File: config.mk
export PLATFORM = sky130hd
export DESIGN_NAME = reload_timer16
export DESIGN_NICKNAME = d
export VERILOG_FILES = /design/src/rtl/rtmr_pkg.sv /design/src/rtl/rtmr_prescale.sv /design/src/rtl/rtmr_pin_sync.sv /design/src/rtl/rtmr_xint.sv /design/src/rtl/reload_timer16.sv
export SDC_FILE = /design/constraint.sdc
export NUM_CORES = 1
export LEC_CHECK = 0
export CAP_MARGIN = 10
export CORE_MARGIN = 2
export CORE_UTILIZATION = 35
export DETAILED_ROUTE_END_ITERATION = 10
export GPL_TIMING_DRIVEN = 0
export RECOVER_POWER = 100
export SYNTH_ARGS = -nofsm -noshare
export SYNTH_HDL_FRONTEND = slang
export SYNTH_SLANG_ARGS = --single-unit
File: constraint.sdc
create_clock -name clk -period 6.75 [get_ports clk]
set_clock_uncertainty 0.2 [all_clocks]
set_input_delay 1.35 -clock clk [delete_from_list [all_inputs] [get_ports clk]]
set_output_delay 1.35 -clock clk [all_outputs]
set_load 0.005 [all_outputs]
File: src/rtl/rtmr_pkg.sv
// Package: shared constants for the reload timer.
// Holds the register addresses and control bit positions. The control bit
// order matters to software that decodes the byte, so it is fixed here.
package rtmr_pkg;
    localparam int BYTE_W = 8;
    localparam int CNT_W  = 2 * BYTE_W;
    localparam int ADDR_W = 3;
    localparam int N_XINT = 2;

    localparam logic [ADDR_W-1:0] A_CNT_LO = 3'd0;
    localparam logic [ADDR_W-1:0] A_CNT_HI = 3'd1;
    localparam logic [ADDR_W-1:0] A_RLD_LO = 3'd2;
    localparam logic [ADDR_W-1:0] A_RLD_HI = 3'd3;
    localparam logic [ADDR_W-1:0] A_CTRL   = 3'd4;

    localparam int B_GATE = 7;
    localparam int B_EXT  = 6;
    localparam int B_OVF  = 5;
    localparam int B_RUN  = 4;

    // Flag bit of external interrupt i (pin 0 -> bit 3, pin 1 -> bit 1).
    function automatic int xflag_bit(input int i);
        return 3 - 2 * i;
    endfunction

    // Edge-mode bit of external interrupt i (pin 0 -> bit 2, pin 1 -> bit 0).
    function automatic int xedge_bit(input int i);
        return 2 - 2 * i;
    endfunction
endpackage

File: src/rtl/rtmr_prescale.sv
// Module: rtmr_prescale
// Free-running divide-by-DIV counter. It gives a one-clock strobe once per
// machine cycle. Assumes DIV >= 2. It runs from reset whether or not the
// timer is enabled, so the sampling phase never depends on software.
module rtmr_prescale #(
    parameter int DIV = 12
) (
    input  logic clk,
    input  logic rst_n,
    output logic strobe
);
    localparam int PW = (DIV > 1) ? $clog2(DIV) : 1;
    localparam logic [PW-1:0] LAST = PW'(DIV - 1);

    logic [PW-1:0] ph_q;

    // Step the phase counter and wrap it after the last phase.
    always_ff @(posedge clk) begin
        if (!rst_n)            ph_q <= '0;
        else if (ph_q == LAST) ph_q <= '0;
        else                   ph_q <= ph_q + 1'b1;
    end

    assign strobe = (ph_q == LAST);
endmodule

File: src/rtl/rtmr_pin_sync.sv
// Module: rtmr_pin_sync
// Brings an asynchronous pin into the clock domain through STAGES flops and
// flags a falling edge of the synchronized level. Assumes STAGES >= 2 and a
// pin that idles high, so every flop resets to 1 and reset creates no edge.
module rtmr_pin_sync #(
    parameter int STAGES = 2
) (
    input  logic clk,
    input  logic rst_n,
    input  logic pin,
    output logic lvl,
    output logic fall
);
    logic [STAGES-1:0] sh_q;
    logic              prev_q;

    // Shift the raw pin through the synchronizer chain.
    always_ff @(posedge clk) begin
        if (!rst_n) sh_q <= '1;
        else        sh_q <= {sh_q[STAGES-2:0], pin};
    end

    // Keep the previous synchronized level for edge detection.
    always_ff @(posedge clk) begin
        if (!rst_n) prev_q <= 1'b1;
        else        prev_q <= lvl;
    end

    assign lvl  = sh_q[STAGES-1];
    assign fall = prev_q & ~lvl;
endmodule

File: src/rtl/rtmr_xint.sv
// Module: rtmr_xint
// Pending flag of one external interrupt. In level mode the flag mirrors
// the inverted synchronized pin and the acknowledge has no effect. In edge
// mode a falling edge sets it, the acknowledge clears it, and a new edge in
// the acknowledge cycle wins. Software cannot write the flag.
module rtmr_xint (
    input  logic clk,
    input  logic rst_n,
    input  logic lvl,
    input  logic fall,
    input  logic edge_mode,
    input  logic ack,
    output logic flag
);
    // Update the pending flag according to the trigger mode.
    always_ff @(posedge clk) begin
        if (!rst_n)         flag <= 1'b0;
        else if (!edge_mode) flag <= ~lvl;
        else if (fall)      flag <= 1'b1;
        else if (ack)       flag <= 1'b0;
    end
endmodule

File: src/rtl/reload_timer16.sv
// Module: reload_timer16
// 16-bit timer/counter with a reload pair, a gate input and the
// configuration of two external interrupts. It counts machine-cycle strobes
// or falling transitions of cnt_pin, the latter sampled once per machine
// cycle. Assumes software writes one byte per cycle and the pins are
// asynchronous.
module reload_timer16
    import rtmr_pkg::*;
#(
    parameter int PRESC_DIV   = 12,
    parameter int SYNC_STAGES = 2
) (
    input  logic              clk,
    input  logic              rst_n,
    input  logic              wr_en,
    input  logic [ADDR_W-1:0] wr_addr,
    input  logic [BYTE_W-1:0] wr_data,
    input  logic [ADDR_W-1:0] rd_addr,
    output logic [BYTE_W-1:0] rd_data,
    input  logic              cnt_pin,
    input  logic              xint0_pin,
    input  logic              xint1_pin,
    input  logic              ovf_ack,
    input  logic              xint0_ack,
    input  logic              xint1_ack,
    input  logic              irq_en,
    output logic              ovf_irq
);
    logic              strobe;
    logic              t_lvl, t_fall_unused, t_prev_q;
    logic [CNT_W-1:0]  cnt_q, rld_q;
    logic              gate_q, ext_q, run_q, ovf_q;
    logic [N_XINT-1:0] x_pin, x_ack, x_lvl, x_fall, x_edge_q, x_flag;
    logic              ctrl_wr, cnt_wr_lo, cnt_wr_hi, cnt_wr;
    logic              tick, cnt_en, inc, wrap;
    logic [BYTE_W-1:0] ctrl_v;

    assign x_pin = {xint1_pin, xint0_pin};
    assign x_ack = {xint1_ack, xint0_ack};

    rtmr_prescale #(.DIV(PRESC_DIV)) u_presc (
        .clk(clk), .rst_n(rst_n), .strobe(strobe)
    );

    rtmr_pin_sync #(.STAGES(SYNC_STAGES)) u_tsync (
        .clk(clk), .rst_n(rst_n), .pin(cnt_pin),
        .lvl(t_lvl), .fall(t_fall_unused)
    );

    assign ctrl_wr   = wr_en && (wr_addr == A_CTRL);
    assign cnt_wr_lo = wr_en && (wr_addr == A_CNT_LO);
    assign cnt_wr_hi = wr_en && (wr_addr == A_CNT_HI);
    assign cnt_wr    = cnt_wr_lo || cnt_wr_hi;

    // One synchronizer, edge mode bit and flag per external interrupt.
    for (genvar i = 0; i < N_XINT; i++) begin : g_xint
        localparam int EB = xedge_bit(i);

        rtmr_pin_sync #(.STAGES(SYNC_STAGES)) u_sync (
            .clk(clk), .rst_n(rst_n), .pin(x_pin[i]),
            .lvl(x_lvl[i]), .fall(x_fall[i])
        );

        // Hold the trigger mode that software selects.
        always_ff @(posedge clk) begin
            if (!rst_n)       x_edge_q[i] <= 1'b0;
            else if (ctrl_wr) x_edge_q[i] <= wr_data[EB];
        end

        rtmr_xint u_flag (
            .clk(clk), .rst_n(rst_n), .lvl(x_lvl[i]), .fall(x_fall[i]),
            .edge_mode(x_edge_q[i]), .ack(x_ack[i]), .flag(x_flag[i])
        );
    end

    // Sample the count pin once per machine cycle.
    always_ff @(posedge clk) begin
        if (!rst_n)      t_prev_q <= 1'b0;
        else if (strobe) t_prev_q <= t_lvl;
    end

    assign tick   = ext_q ? (strobe && t_prev_q && !t_lvl) : strobe;
    assign cnt_en = run_q && (!gate_q || x_lvl[0]);
    assign inc    = cnt_en && tick && !cnt_wr;
    assign wrap   = inc && (cnt_q == {CNT_W{1'b1}});

    // Software-written control bits (the flags are read-only).
    always_ff @(posedge clk) begin
        if (!rst_n) begin
            gate_q <= 1'b0;
            ext_q  <= 1'b0;
            run_q  <= 1'b0;
        end else if (ctrl_wr) begin
            gate_q <= wr_data[B_GATE];
            ext_q  <= wr_data[B_EXT];
            run_q  <= wr_data[B_RUN];
        end
    end

    // Count pair: a write wins, then reload on wrap, then increment.
    always_ff @(posedge clk) begin
        if (!rst_n) begin
            cnt_q <= '0;
        end else if (cnt_wr) begin
            if (cnt_wr_lo) cnt_q[BYTE_W-1:0]     <= wr_data;
            if (cnt_wr_hi) cnt_q[CNT_W-1:BYTE_W] <= wr_data;
        end else if (wrap) begin
            cnt_q <= rld_q;
        end else if (inc) begin
            cnt_q <= cnt_q + 1'b1;
        end
    end

    // Reload pair, changed only by software.
    always_ff @(posedge clk) begin
        if (!rst_n) begin
            rld_q <= '0;
        end else if (wr_en) begin
            if (wr_addr == A_RLD_LO) rld_q[BYTE_W-1:0]     <= wr_data;
            if (wr_addr == A_RLD_HI) rld_q[CNT_W-1:BYTE_W] <= wr_data;
        end
    end

    // Overflow flag: set on wrap, cleared by acknowledge.
    always_ff @(posedge clk) begin
        if (!rst_n)       ovf_q <= 1'b0;
        else if (wrap)    ovf_q <= 1'b1;
        else if (ovf_ack) ovf_q <= 1'b0;
    end

    assign ovf_irq = ovf_q && irq_en;

    // Assemble the control byte from its fields.
    always_comb begin
        ctrl_v         = '0;
        ctrl_v[B_GATE] = gate_q;
        ctrl_v[B_EXT]  = ext_q;
        ctrl_v[B_OVF]  = ovf_q;
        ctrl_v[B_RUN]  = run_q;
        for (int i = 0; i < N_XINT; i++) begin
            ctrl_v[xflag_bit(i)] = x_flag[i];
            ctrl_v[xedge_bit(i)] = x_edge_q[i];
        end
    end

    // Read multiplexer.
    always_comb begin
        case (rd_addr)
            A_CNT_LO: rd_data = cnt_q[BYTE_W-1:0];
            A_CNT_HI: rd_data = cnt_q[CNT_W-1:BYTE_W];
            A_RLD_LO: rd_data = rld_q[BYTE_W-1:0];
            A_RLD_HI: rd_data = rld_q[CNT_W-1:BYTE_W];
            A_CTRL:   rd_data = ctrl_v;
            default:  rd_data = '0;
        endcase
    end
endmodule

After elaboration in Yosys (flattened, before gate mapping) --
Index checks and enable logic that the tools add are counted.
Storage, ports and cells: flip-flop bits (word level) 53, latch bits 0, RAM bits 0, ROM bits 0, input bits 24, memories kept 0
Cells by class: add/subtract/negate cells 2, $mul 0, div/mod/pow operators 0, magnitude comparators 0, eq/ne operators 14, shifts and indexed selects 0, mux-type cells 15, bitwise gates (word level) 5, reduce and logical (&&, ||, !) cells 24
Operators by type and width (count):
- $mux 16 | 3
- $pmux 8 s5 | 1
- $add 16x1->16 const B | 1
- $eq 16x16->1 const B | 1
- $mux 8 | 2
- $eq 3x2->1 const B | 4
- $logic_and 1x1->1 | 10
- $mux 1 | 9
- $reduce_and 2->1 | 4
- $eq 3x1->1 const B | 2
- $eq 3x3->1 const B | 2
- $logic_not 3->1 | 2
- $ne 3x2->1 const B | 2
- $add 4x1->4 const B | 1
- $eq 4x4->1 const B | 1
- $ne 2x2->1 const B | 2
- $logic_not 1->1 | 3
- $not 1->1 | 3
- $reduce_bool 3->1 | 1
- $and 1x1->1 | 2
- $logic_or 1x1->1 | 2
- $reduce_bool 2->1 | 1
- $reduce_or 2->1 | 1

Depth between registers and ports, before layout --
word-level depth 9, gate-level depth with buffers 8, depth with buffers taken out 6

Hierarchy --
Synthesis repeated with hierarchy kept, for this count alone.
Unflattened totals: cells, all modules 344, area, all modules 2891.5 um^2
Modules (own cells, without submodules):
- reload_timer16 | times used 1, cells each 295, area an instance 2368.5 um^2, sequential area each 780.7 um^2
- rtmr_pin_sync | times used 3, cells each 7, area an instance 85.1 um^2, sequential area each 60.1 um^2
- rtmr_prescale | times used 1, cells each 18, area an instance 175.2 um^2, sequential area each 80.1 um^2
- rtmr_xint | times used 2, cells each 5, area an instance 46.3 um^2, sequential area each 20.0 um^2

Least setup slack after synthesis --
No wires, ideal clock.
path kind input-to-output, from input port rd_addr[1], to output port rd_data[2], arrival time 2553 ps, setup slack 2647 ps, cell stages on the path 6, cell sequence clkbuf_1 > buf_1 > mux2i_1 > nor2_1 > a21oi_1 > o22ai_1
Between the ends: cells in the longest elaborated chain, start to end 2
Ends and longest elaborated chain:
- start, declared | line reload_timer16.sv:18 | input logic [ADDR_W-1:0] rd_addr,
- $eq 3x3->1, or another cell as far along | line reload_timer16.sv:148 | case (rd_addr)
- $pmux 8 s5 (*) | line reload_timer16.sv:148
- end, declared | line reload_timer16.sv:19 | output logic [BYTE_W-1:0] rd_data,
Mark *: on every way between the ends. The rest lies on a longest branch, timed or not.

Worst setup path after layout --
from input port rd_addr[1], to output port rd_data[6]
The elaborated chain is that of the path after synthesis.

==> results.md <==
- Status: finished, violations left
- Failing checks: max-capacitance violations, max-slew violations
- Final setup fails: 0
- Layout cells sized above 1: 5.483%
- Routed WL per cell: between 15 and 20 um
- Tightest Pin Transition: 1.720 ns
- Critical path required time: between 5 and 6 ns
- Maximum fanout along the worst path: 10
- Antenna violations before repair: 0
- Cells after Synth: 346
- CTS root buf: clkbuf_8
- Worst slew margin: -15.75%
- Fmax: 194.7 MHz
- Worst Hold Class: flip-flop to flip-flop
- Commonest non-fill, non-tap cell in the layout: dfxtp_1
- Initial DRC Count: 214
- Core area: between 0.007 and 0.008 mm^2
- Layout area overhead: 17.14%
- DP HPWL: approximately 6400 um
- Grt ovf: 0
- Post-synth EDFFs: 0
- Crit path DAT: about 3.6 ns
- Clk_lat worst skew: 0.32 ns
- Post-synth ARST share: 0%
- Avg Cell Area, Syn: between 8 and 9 um^2
- Antenna diodes: 0
- PD cells: 178.2 mW/mm^2
- RSZ-0062 raised after global routing: no
- Hold_ws: 0.2196 ns
- # DRC: 0
- Maximum clock path buffer count: 2
- Routed via count: roughly 2,800
- Pin count of the biggest net entering global routing: 19
- Worst setup SP type: input pin
- Final TNS setup: 0 ns
- Max VDD drop: around 0.088 mV
- Most used DFF post-synth: dfxtp_1
- Die width: 94.18 um
- Final Hold Viols: 0
- Core Rows: 32
- Total of max-cap violations: 1
- Net Count, Synth: between 300 and 400
- Number of synthesized register bits: 53
- Worst R2R Setup Slack: approximately 2.7 ns
- Leakage: 1.199 nW
- TritonRoute pass-1 iters: 5
- Min Tclk post-route: roughly 5 ns
- Num CTS Buffers: 5
- DP Cell Count: 477
- CP Class: input pin to output pin
- Vias in the first global route: ~2,700
- Die H: approximately 94 um
- Vias per Instance: about 5.7
- Final Routed Wirelength: approximately 8900 um
- PortBufs: 29
- CTS tree: yes
- Io pins: 33
- Routed Antenna Nets: 0
- Starting Density: 36.46%
- Fin crit share: around three quarters
- Mapped Area: roughly 0.0028 mm^2
- Die area: around 0.0089 mm^2
- First-pass GRT wire length: about 14,000 um
- CTS H-Tree Depth: 2
- Final Max Slew Viols: 8
- Crit path capture type: output pin
- Most frequent cells in the layout: 53 x dfxtp_1, 49 x nand2_1, 29 x nor2_1
- Final #Nets: a little over 400
- Synth unique cells: just under 50
- Sequential share of the synthesized area: between 30% and 40%
- Post-CTS Setup Inserts: 0
- Post-CTS Hold Buffers: 0
- Total GRT Usage: around a fifth
- Worst-path clk slew: 0.10 ns
- Post-CTS Resized: 0
- # clock sinks: 53
- Routability cong.: about 0.87
- Yosys warns: 0
- Final Non-Filler Cells: ~490
-- layer usage --
layer / part of all wire [%] / wire [um] / GRT usage [%]
met2: 46 / 4074 / 32.20
met3: 7.0 / 619 / 4.575
met4: 1.3 / 119 / 7.005
met1: 46 / 4059 / 28.78
met5: 0 / 0 / 0
-- Yosys cell counts (3+ instances only) --
| cell | instances | area share [%] |
|---|---|---|
| o22ai_1 | 13 | 2.9 |
| dfxtp_1 | 53 | 37 |
| nand4_1 | 4 | 0.88 |
| o31ai_1 | 6 | 1.6 |
| a211oi_1 | 4 | 1.1 |
| nand2_1 | 49 | 6.5 |
| a22oi_1 | 6 | 1.6 |
| nand2b_1 | 11 | 2.4 |
| nor2_1 | 29 | 3.8 |
| xor2_1 | 7 | 2.2 |
| o21a_1 | 3 | 0.79 |
| o21ai_0 | 6 | 1.1 |
| a21oi_1 | 28 | 4.9 |
| inv_1 | 10 | 1.3 |
| xnor2_1 | 6 | 1.8 |
| nor3_1 | 9 | 1.6 |
| and3_1 | 4 | 0.88 |
| or3_1 | 3 | 0.66 |
| nor4_1 | 6 | 1.3 |
| mux2i_1 | 21 | 7.4 |
| clkbuf_1 | 14 | 1.8 |
| nand3_1 | 11 | 1.9 |
-- where the power goes --
| part | switching, mW | internal (mW) |
|---|---|---|
| Clock | 0.121 | 0.0753 |
| Sequential | 0.00883 | 0.322 |
| Combinational | 0.0381 | 0.0296 |
-- critical path: stages --
cell and delay (ns):
clkbuf_1 0.35, clkbuf_1 0.64, mux2i_1 0.46, o22ai_1 0.17
dlygate4sd3_1 0.60
-- path summary, 6_finish.rpt --
check,start,endpoint,cells past startpoint
max,rd_addr[1],rd_data[6],5
max reg2reg,cnt_q[0],cnt_q[14],8
min,g_xint[1].u_sync.sh_q[0],g_xint[1].u_sync.sh_q[1],1
min reg2reg,g_xint[1].u_sync.sh_q[0],g_xint[1].u_sync.sh_q[1],1
-- metrics by stage --
stage / instance area, um^2 / worst slack (ns) / utilization (%) / power (mW)
after floorplan: 2846 / 2.647 / - / 0.3723
after global placement: 3264 / 1.817 / 41.81 / 0.4042
after detailed placement: 3264 / 1.782 / 41.81 / 0.4054
after CTS: 3358 / 1.784 / 43.01 / 0.5956
after global routing: 3334 / 1.527 / 42.71 / 0.6136
final: 3334 / 1.614 / 42.71 / 0.5942
-- kinds of logic (layout without fill, tap and decap cells) --
family / Yosys count / after routing / share of synthesized area, %
AND/OR/NAND/NOR: 143 / 143 / 25.67
XOR/XNOR: 13 / 13 / 4.000
flip-flops: 53 / 53 / 37.27
AO/OA/AOI/OAI: 80 / 80 / 17.89
multiplexers: 24 / 24 / 9.494
adder cells (fa/ha/maj): 2 / 2 / 0.8790
buffers and inverters: 31 / 68 / 4.791
-- sequential cells by signal, indices dropped and copies added (netlist names), 2 cells and up --
signal                cells
cnt_q                    16
rld_q                    16
g_xint.u_sync.sh_q        4
u_presc.ph_q              4
ctrl_v                    2
g_xint.u_flag.flag        2
g_xint.u_sync.prev_q      2
u_tsync.sh_q              2
-- cell type report --
cell class / instances / area, um^2
Fill cell: 815 / 4473
Inverter: 11 / 41.29
Timing Repair Buffer: 29 / 290.3
Sequential cell: 53 / 1061
Tap cell: 102 / 127.6
Clock buffer: 5 / 68.82
Buffer: 20 / 86.33
Multi-Input combinational cell: 262 / 1634
Clock inverter: 3 / 25.02
No activity file was read; power rests on OpenSTA's default activity.
